## src/rtl/pkt_tag_pkg.sv

```systemverilog
package pkt_tag_pkg;

  localparam int BYTE_W = 8;
  localparam int TAG_W  = 2;

  // Tag codes carried next to every byte; bit 1 set marks a closing byte.
  typedef enum logic [TAG_W-1:0] {
    TAG_MID     = 2'b00,
    TAG_FIRST   = 2'b01,
    TAG_END_OK  = 2'b10,
    TAG_END_BAD = 2'b11
  } tag_e;

  typedef struct packed {
    tag_e              tag;
    logic [BYTE_W-1:0] data;
  } entry_t;

endpackage

```

## src/rtl/ptf_store.sv

```systemverilog
module ptf_store
  import pkt_tag_pkg::*;
#(
  parameter int DEPTH = 16
) (
  input  logic                       clk,
  input  logic                       rst_n,
  input  logic                       flush,
  input  logic                       push,
  input  logic                       pop,
  input  entry_t                     wr_entry,
  output entry_t                     head,
  output logic [$clog2(DEPTH+1)-1:0] count,
  output logic                       full,
  output logic                       empty
);

  localparam int  AW    = (DEPTH > 1) ? $clog2(DEPTH) : 1;
  localparam int  CW    = $clog2(DEPTH+1);
  localparam bit  POW2  = (DEPTH & (DEPTH - 1)) == 0;

  entry_t         mem [DEPTH];
  logic [AW-1:0]  wr_ptr, rd_ptr;
  logic [AW-1:0]  wr_nxt, rd_nxt;
  logic [CW-1:0]  cnt_q;

  // Pointer increment: free wrap for power-of-two depths, compare otherwise.
  generate
    if (POW2) begin : g_wrap_free
      assign wr_nxt = wr_ptr + AW'(1);
      assign rd_nxt = rd_ptr + AW'(1);
    end else begin : g_wrap_cmp
      assign wr_nxt = (wr_ptr == AW'(DEPTH - 1)) ? '0 : wr_ptr + AW'(1);
      assign rd_nxt = (rd_ptr == AW'(DEPTH - 1)) ? '0 : rd_ptr + AW'(1);
    end
  endgenerate

  always_ff @(posedge clk) begin
    if (push) mem[wr_ptr] <= wr_entry;
  end

  always_ff @(posedge clk or negedge rst_n) begin
    if (!rst_n) begin
      wr_ptr <= '0;
      rd_ptr <= '0;
      cnt_q  <= '0;
    end else if (flush) begin
      wr_ptr <= '0;
      rd_ptr <= '0;
      cnt_q  <= '0;
    end else begin
      if (push) wr_ptr <= wr_nxt;
      if (pop)  rd_ptr <= rd_nxt;
      unique case ({push, pop})
        2'b10:   cnt_q <= cnt_q + CW'(1);
        2'b01:   cnt_q <= cnt_q - CW'(1);
        default: cnt_q <= cnt_q;
      endcase
    end
  end

  assign head  = mem[rd_ptr];
  assign count = cnt_q;
  assign full  = (cnt_q == CW'(DEPTH));
  assign empty = (cnt_q == '0);

endmodule

```

## src/rtl/ptf_admit.sv

```systemverilog
module ptf_admit (
  input  logic clk,
  input  logic rst_n,
  input  logic flush,
  input  logic rx_en,
  input  logic open_flag,
  input  logic wr_valid,
  input  logic full,
  input  logic pop,
  output logic push,
  output logic drop_active
);

  logic drop_q;
  logic lock_now;
  logic attempt;
  logic has_room;
  logic overflow;

  // An opening flag lifts the lock for the write in the same cycle.
  assign lock_now = drop_q && !open_flag;
  assign has_room = !full || pop;
  assign attempt  = wr_valid && rx_en && !flush && !lock_now;
  assign push     = attempt && has_room;
  assign overflow = attempt && !has_room;

  always_ff @(posedge clk or negedge rst_n) begin
    if (!rst_n)         drop_q <= 1'b0;
    else if (flush)     drop_q <= 1'b0;
    else if (overflow)  drop_q <= 1'b1;
    else if (open_flag) drop_q <= 1'b0;
  end

  assign drop_active = drop_q;

endmodule

```

## src/rtl/ptf_irq.sv

```systemverilog
module ptf_irq (
  input  logic clk,
  input  logic rst_n,
  input  logic flush,
  input  logic push,
  input  logic pop,
  input  logic was_empty,
  input  logic wr_is_end,
  input  logic head_is_end,
  input  logic ack,
  output logic eop_wr,
  output logic eop_rd
);

  logic wr_q;
  logic rd_masked_q;
  logic head_moves;

  assign head_moves = pop || (push && was_empty);

  // Write side: tracks the tag of the latest stored byte; ack loses to a store.
  always_ff @(posedge clk or negedge rst_n) begin
    if (!rst_n)     wr_q <= 1'b0;
    else if (flush) wr_q <= 1'b0;
    else if (push)  wr_q <= wr_is_end;
    else if (ack)   wr_q <= 1'b0;
  end

  // Read side: ack masks the current head until a new byte takes its place.
  always_ff @(posedge clk or negedge rst_n) begin
    if (!rst_n)          rd_masked_q <= 1'b0;
    else if (flush)      rd_masked_q <= 1'b0;
    else if (head_moves) rd_masked_q <= 1'b0;
    else if (ack)        rd_masked_q <= 1'b1;
  end

  assign eop_wr = wr_q;
  assign eop_rd = !was_empty && head_is_end && !rd_masked_q;

endmodule

```

## src/rtl/pkt_tag_fifo.sv

```systemverilog
module pkt_tag_fifo
  import pkt_tag_pkg::*;
#(
  parameter int DEPTH = 16
) (
  input  logic                       clk,
  input  logic                       rst_n,
  input  logic                       rx_en,
  input  logic                       flush,
  input  logic                       open_flag,
  input  logic                       wr_valid,
  input  logic [BYTE_W-1:0]          wr_data,
  input  logic [TAG_W-1:0]           wr_tag,
  output logic                       rd_valid,
  input  logic                       rd_ready,
  output logic [BYTE_W-1:0]          rd_data,
  output logic [TAG_W-1:0]           rd_tag,
  output logic                       full,
  output logic                       empty,
  output logic [$clog2(DEPTH+1)-1:0] level,
  output logic                       drop_active,
  input  logic                       irq_ack,
  output logic                       eop_wr_irq,
  output logic                       eop_rd_irq
);

  entry_t in_entry;
  entry_t head;
  logic   push;
  logic   pop;
  logic   in_end;
  logic   head_end;

  assign in_entry.tag  = tag_e'(wr_tag);
  assign in_entry.data = wr_data;
  assign in_end   = (in_entry.tag == TAG_END_OK) || (in_entry.tag == TAG_END_BAD);
  assign head_end = (head.tag == TAG_END_OK) || (head.tag == TAG_END_BAD);

  assign pop = rd_ready && !empty && !flush;

  ptf_store #(.DEPTH(DEPTH)) u_store (
    .clk      (clk),
    .rst_n    (rst_n),
    .flush    (flush),
    .push     (push),
    .pop      (pop),
    .wr_entry (in_entry),
    .head     (head),
    .count    (level),
    .full     (full),
    .empty    (empty)
  );

  ptf_admit u_admit (
    .clk         (clk),
    .rst_n       (rst_n),
    .flush       (flush),
    .rx_en       (rx_en),
    .open_flag   (open_flag),
    .wr_valid    (wr_valid),
    .full        (full),
    .pop         (pop),
    .push        (push),
    .drop_active (drop_active)
  );

  ptf_irq u_irq (
    .clk         (clk),
    .rst_n       (rst_n),
    .flush       (flush),
    .push        (push),
    .pop         (pop),
    .was_empty   (empty),
    .wr_is_end   (in_end),
    .head_is_end (head_end),
    .ack         (irq_ack),
    .eop_wr      (eop_wr_irq),
    .eop_rd      (eop_rd_irq)
  );

  assign rd_valid = !empty;
  assign rd_data  = head.data;
  assign rd_tag   = head.tag;

endmodule

```

## config.mk

```make
export PLATFORM = sky130hd
export DESIGN_NAME = pkt_tag_fifo
export DESIGN_NICKNAME = d
export VERILOG_FILES = /design/src/rtl/pkt_tag_pkg.sv /design/src/rtl/ptf_store.sv /design/src/rtl/ptf_admit.sv /design/src/rtl/ptf_irq.sv /design/src/rtl/pkt_tag_fifo.sv
export SDC_FILE = /design/constraint.sdc
export NUM_CORES = 1
export LEC_CHECK = 0
export BUFFER_PORTS_ARGS = -buffer_cell sky130_fd_sc_hd__buf_4
export CAP_MARGIN = 10
export CORE_MARGIN = 1.5
export CORE_UTILIZATION = 40
export DETAILED_ROUTE_END_ITERATION = 7
export PLACE_DENSITY = 0.62
export SETUP_SLACK_MARGIN = 0.4
export SLEW_MARGIN = 20
export SYNTH_ARGS = -nofsm -noshare
export SYNTH_HDL_FRONTEND = slang
export SYNTH_SLANG_ARGS = --single-unit
```

## constraint.sdc

```tcl
create_clock -name clk -period 4.72 [get_ports clk]
set_clock_uncertainty 0.05 [all_clocks]
set_input_delay 0 -clock clk [delete_from_list [all_inputs] [get_ports clk]]
set_output_delay 0 -clock clk [all_outputs]
set_load 0.01 [all_outputs]
```

======== Yosys cells after proc, flatten, opt, wreduce, memory -nomap -nowiden ========
Memory sizes are Yosys's and may differ from the RTL's.
Index checks and enable logic that the tools add are counted.
storage, ports and cells
  bits in registers ....................... 16
  bits in latches ......................... 0
  bits in writable memories ............... 160
  ROM bits ................................ 0
  input port bits ......................... 18
  output and inout port bits .............. 21
  word-level logic and storage cells ...... 64
  memories kept ........................... 1
memory list
  memory       words  width  rd ports  clocked after memory_dff  wr ports  RTL line         source
  u_store.mem  16     10     1         0                         1         ptf_store.sv:22  entry_t mem [DEPTH];
cells by class
  $add $sub $neg .......................... 4
  $mul .................................... 0
  divide/modulo/power cells ............... 0
  $lt $le $gt $ge ......................... 0
  equality and inequality tests ........... 7
  shift operators ......................... 0
  muxes and demuxes ....................... 17
  bitwise gates (word level) .............. 0
  reductions and logical operators ........ 29
operators with widths
  kind                                                                    number
  4-bit two-way mux                                                       4
  3-bit nonzero test                                                      4
  1-bit logical AND                                                       11
  1-bit two-way mux                                                       11
  2-bit equality test (second input constant)                             5
  5-bit case mux with 2 select lines                                      1
  4-bit by 1-bit adder with 4-bit output (second input constant)          2
  1-bit zero test                                                         7
  5-bit by 1-bit adder with 5-bit output (second input constant)          1
  5-bit equality test (second input constant)                             1
  5-bit zero test                                                         1
  5-bit two-way mux                                                       1
  5-bit by 1-bit subtractor with 5-bit output (second input constant)     1
  1-bit logical OR                                                        4
  2-bit nonzero test                                                      2
  2-bit by 1-bit equality test with 1-bit output (second input constant)  1

======== Longest topological paths before layout ========
  word-level depth ........................ 10
  depth in mapped cells ................... 10
  gate-level depth less buffers ........... 10

======== Cells and area by module ========
A second synthesis with hierarchy kept.
unflattened totals
  cell total of the unflattened synthesis .. 370
  area, all modules ....................... 7,136.8 sq um
modules (own cells, without submodules)
  module        times used  cells an instance  area each (sq um)  sequential area each (sq um)
  ptf_store     1           351                6,955.4            5,129.9
  ptf_irq       1           8                  87.6               50.0
  ptf_admit     1           7                  70.1               25.0
  pkt_tag_fifo  1           4                  23.8               0.0

======== Least setup slack after synthesis ========
Ideal clock, no wire load.
  path type ............................... register to register
  from .................................... reg u_store.cnt_q[1], in the netlist u_store.count[1]
  to ...................................... reg u_store.cnt_q[4], in the netlist u_store.count[4]
  setup time .............................. 78 ps
  data arrival time ....................... 2,586 ps
  required time ........................... 4,592 ps
  setup slack ............................. 2,006 ps
  cell stages (with the launch flop) ...... 11
  clock period less this slack ............ 2,714 ps
  path through ............................ dfrtp_1 or4_4 o221ai_1 or2_2 inv_1 ha_1 nor2b_1 o21a_1 or3_1 a21o_1 a21oi_1
on the way
  cells in the longest elaborated chain, start to end .. 9
  elaborated cells on any way between the ends .. 15
RTL lines
  what                                                                                   RTL line            source
  from (decl)                                                                            ptf_store.sv:25     logic [CW-1:0] cnt_q;
  from (signal assigned)                                                                 ptf_store.sv:55     2'b10: cnt_q <= cnt_q + CW'(1);
  from (signal assigned)                                                                 ptf_store.sv:56     2'b01: cnt_q <= cnt_q - CW'(1);
  from (signal assigned)                                                                 ptf_store.sv:57     default: cnt_q <= cnt_q;
  5-bit zero test                                                                        ptf_store.sv:65     assign empty = (cnt_q == '0);
  1-bit zero test                                                                        pkt_tag_fifo.sv:39  assign pop = rd_ready && !empty && !flush;
  1-bit logical AND (2 in series)                                                        pkt_tag_fifo.sv:39
  1-bit logical OR                                                                       ptf_admit.sv:22     assign has_room = !full || pop;
  1-bit logical AND                                                                      ptf_admit.sv:24     assign push = attempt && has_room;
  2-bit by 1-bit equality test with 1-bit output or 2-bit equality test (tied branches)  ptf_store.sv:54     unique case ({push, pop})
  5-bit case mux with 2 select lines                                                     ptf_store.sv:54
  5-bit two-way mux                                                                      ptf_store.sv:47     end else if (flush) begin
Several ways; a longest one is shown, not always the timed one.
A chain may end at the register's enable or synchronous reset.

======== Worst setup path in the final report ========
  from .................................... reg u_store.rd_ptr[0]
  to ...................................... out rd_data[4]
on the way
  cells in the longest elaborated chain, start to end .. 1
RTL lines
  what                    RTL line            source
  from (decl)             ptf_store.sv:23     logic [AW-1:0] wr_ptr, rd_ptr;
  from (signal assigned)  ptf_store.sv:53     if (pop) rd_ptr <= rd_nxt;
  memory 16 x 10 bit      -
  to (decl)               pkt_tag_fifo.sv:16  output logic [BYTE_W-1:0] rd_data,
No other way between the ends.

==> results_dict.tcl <==
set metrics [dict create \
    numCtsBuffers 17 \
    antenna_cells 0 \
    syn_area_um2 7250 \
    wl_per_cell_um 19.4 \
    yosysSeqAreaShare 0.718 \
    synth-async-reset-ratio 0.0909 \
    clk_latency_ns 0.42 \
    viasPerCell 5.30 \
    drcViolationCount 0 \
    path_max_fanout 40 \
    start_util 0.406 \
    synth_fp_nets 452 \
    synth_edf_count 160 \
    setup_viol 0 \
    core-area_um2 17800 \
    syn2layout_area_growth_pct 18.8 \
    final-hold-violation-count 0 \
    grt_pass1_wl_mm 22.3 \
    fin_tns_setup_ns 0 \
    switchingPower_w 0.00109 \
    cts_tree "built" \
    row_count 49 \
    synth_warnings 0 \
    gr-total-overflow 0 \
    fp.dieH_um 138 \
    avgSynthCellArea_um2 17.1 \
    p_seq_frac 0.458 \
    clkSlewWorstSetupHoldPaths_ns 0.06 \
    relSlewSlack 0.462 \
    critPathKind "flip-flop to output port" \
    grt_max_degree 41 \
    htreeDepth 4 \
    powerDensity_nw_per_um2 471 \
    final_cell_mix "edfxtp_1, buf_4, mux2i_1, nand2_1, mux4_2" \
    cap_viol_max_count 0 \
    place_ws_ns 1.86 \
    netlist_instances 425 \
    fmax_mhz 332 \
    worstPathArrival_ns 2.96 \
    power_frac_clock 0.333 \
    leakage_nw 2.92 \
    place_congestion 0.782 \
    combPwrFrac 0.209 \
    ys_seq_elements 176 \
    firstDrtPassIters 4 \
    port_buffers 38 \
    die_x_um 138 \
    ir_worst_vdd_mv 0.278 \
    p_int_w 0.00297 \
    ant_nets 0 \
    nets 517 \
    synth_cell_types 44 \
    post_cts_buffers 0 \
    swShare 0.268 \
    tightest_slew_ns 0.802 \
    cp.required_ns 4.67 \
    antenna_found_initial 0 \
    worst_slack_ns 1.71 \
    status "finished clean" \
    vias 3874 \
    cts_num_sinks 176 \
    period_needed_ns 3.01 \
    final_common_cell "edfxtp_1" \
    hold_path_class "input pin to flip-flop" \
    num_io_pins 39 \
    cp-end-kind "output port" \
    dp_hpwl_mm 9.12 \
    startpoint_type "flip-flop" \
    clk_root_buffer_cell "clkbuf_16" \
    drt_iter0_drc 324 \
    layout-drive-gt1-share 0.245 \
    synth-main-ff-cell "edfxtp_1" \
    rsz0062_at_grt "no" \
    die_area_um2 18900 \
    finalCritPeriodShare 0.638 \
    drt_wl_total_mm 14.2 \
    r2r_setup_slack_ns 1.78 \
    clock_path_buffers 2 \
    grt_pass1_vias 3891 \
    slew_viol_final 0 \
    track_usage 0.164 \
]
## timing repair
action / in CTS / in global routing
endpoints found under the hold margin: 188 / 0
hold buffers: 19 / 0
resized for setup: 0 / 0
## registers in the layout (all words and copies together) (netlist names)
| name | cells |
|---|---|
| u_store.wr_ptr | 4 |
| u_irq.eop_wr | 1 |
| u_admit.drop_active | 1 |
| u_store.count | 5 |
| u_store.mem | 160 |
| u_store.rd_ptr | 4 |
| u_irq.rd_masked_q | 1 |
## per-stage QoR
step	instances	total power, W	cell area [um^2]	util	hold slack [ns]
after detailed placement	681	0.00273	7840	0.440	-0.178
after floorplan	425	0.00245	7250	-	-0.346
after global placement	681	0.00272	7840	0.439	-0.178
final	731	0.00406	8610	0.483	0.0604
after CTS	731	0.00409	8600	0.482	0.0519
after global routing	731	0.00422	8610	0.483	0.127
## worst paths after layout
check                                   from                end  cells past startpoint
max                        u_store.rd_ptr[0]         rd_data[4]                      7
min                                    rx_en  u_store.wr_ptr[1]                      5
max reg2reg                 u_store.count[1]   u_store.count[4]                     10
min reg2reg                u_store.wr_ptr[0]  u_store.wr_ptr[0]                      2
max in group asynchronous              rst_n  u_store.rd_ptr[0]                      3
min in group asynchronous              rst_n  u_store.rd_ptr[2]                      3
## cell type report
class | instances | area (um^2)
fill | 1484 | 9230
sequential | 176 | 5210
multi-input combinational | 217 | 1960
timing repair buffer | 67 | 551
clock buffer | 18 | 429
tap | 229 | 287
clock inverter | 13 | 136
inverter | 11 | 41.3
## synth_stat cells (11+ instances only)
cell type    n  area [um^2]
edfxtp_1   160         4800
mux2i_1     28          280
mux4_2      23          518
nand2_1     23         86.3
o21ai_0     19         95.1
a21oi_1     16         80.1
dfrtp_1     16          400
nor2_1      16         60.1
clkbuf_1    12         45.0
mux2_2      12          135
inv_1       11         41.3
## cell families (layout without fill, tap and decap cells)
logic type / after synthesis / in the layout / share of synthesized area
flops: 176 / 176 / 0.718
buf+inv: 32 / 109 / 0.0186
compound gates: 62 / 62 / 0.0558
xor+xnor: 5 / 5 / 0.00604
mux: 63 / 63 / 0.129
fa+ha+maj: 9 / 9 / 0.0166
simple gates: 78 / 78 / 0.0559
## routing by layer
metal / wire, um / up-vias / track usage
met5: 0 / - / 0
met4: 380 / 0 / 0.0754
met1: 6780 / 1979 / 0.233
met2: 6630 / 66 / 0.243
met3: 397 / 21 / 0.0313
li1: - / 1808 / -
## power by group through the flow
stage,combinational [W],sequential (W),clock [W]
floorplan,0.000648,0.00180,0
global placement,0.000822,0.00189,0
detailed placement,0.000835,0.00190,0
CTS,0.000851,0.00186,0.00137
global route,0.000914,0.00188,0.00143
finish,0.000848,0.00186,0.00135
## critical path, stage by stage (launching register included)
cell and delay [ns]:
dfrtp_4 0.91, buf_4 0.47, mux2_2 0.37, o21ai_0 0.15
a21oi_1 0.12, o21ai_0 0.23, nand2_1 0.09, buf_4 0.15
Power figures use the tool's default switching activity.
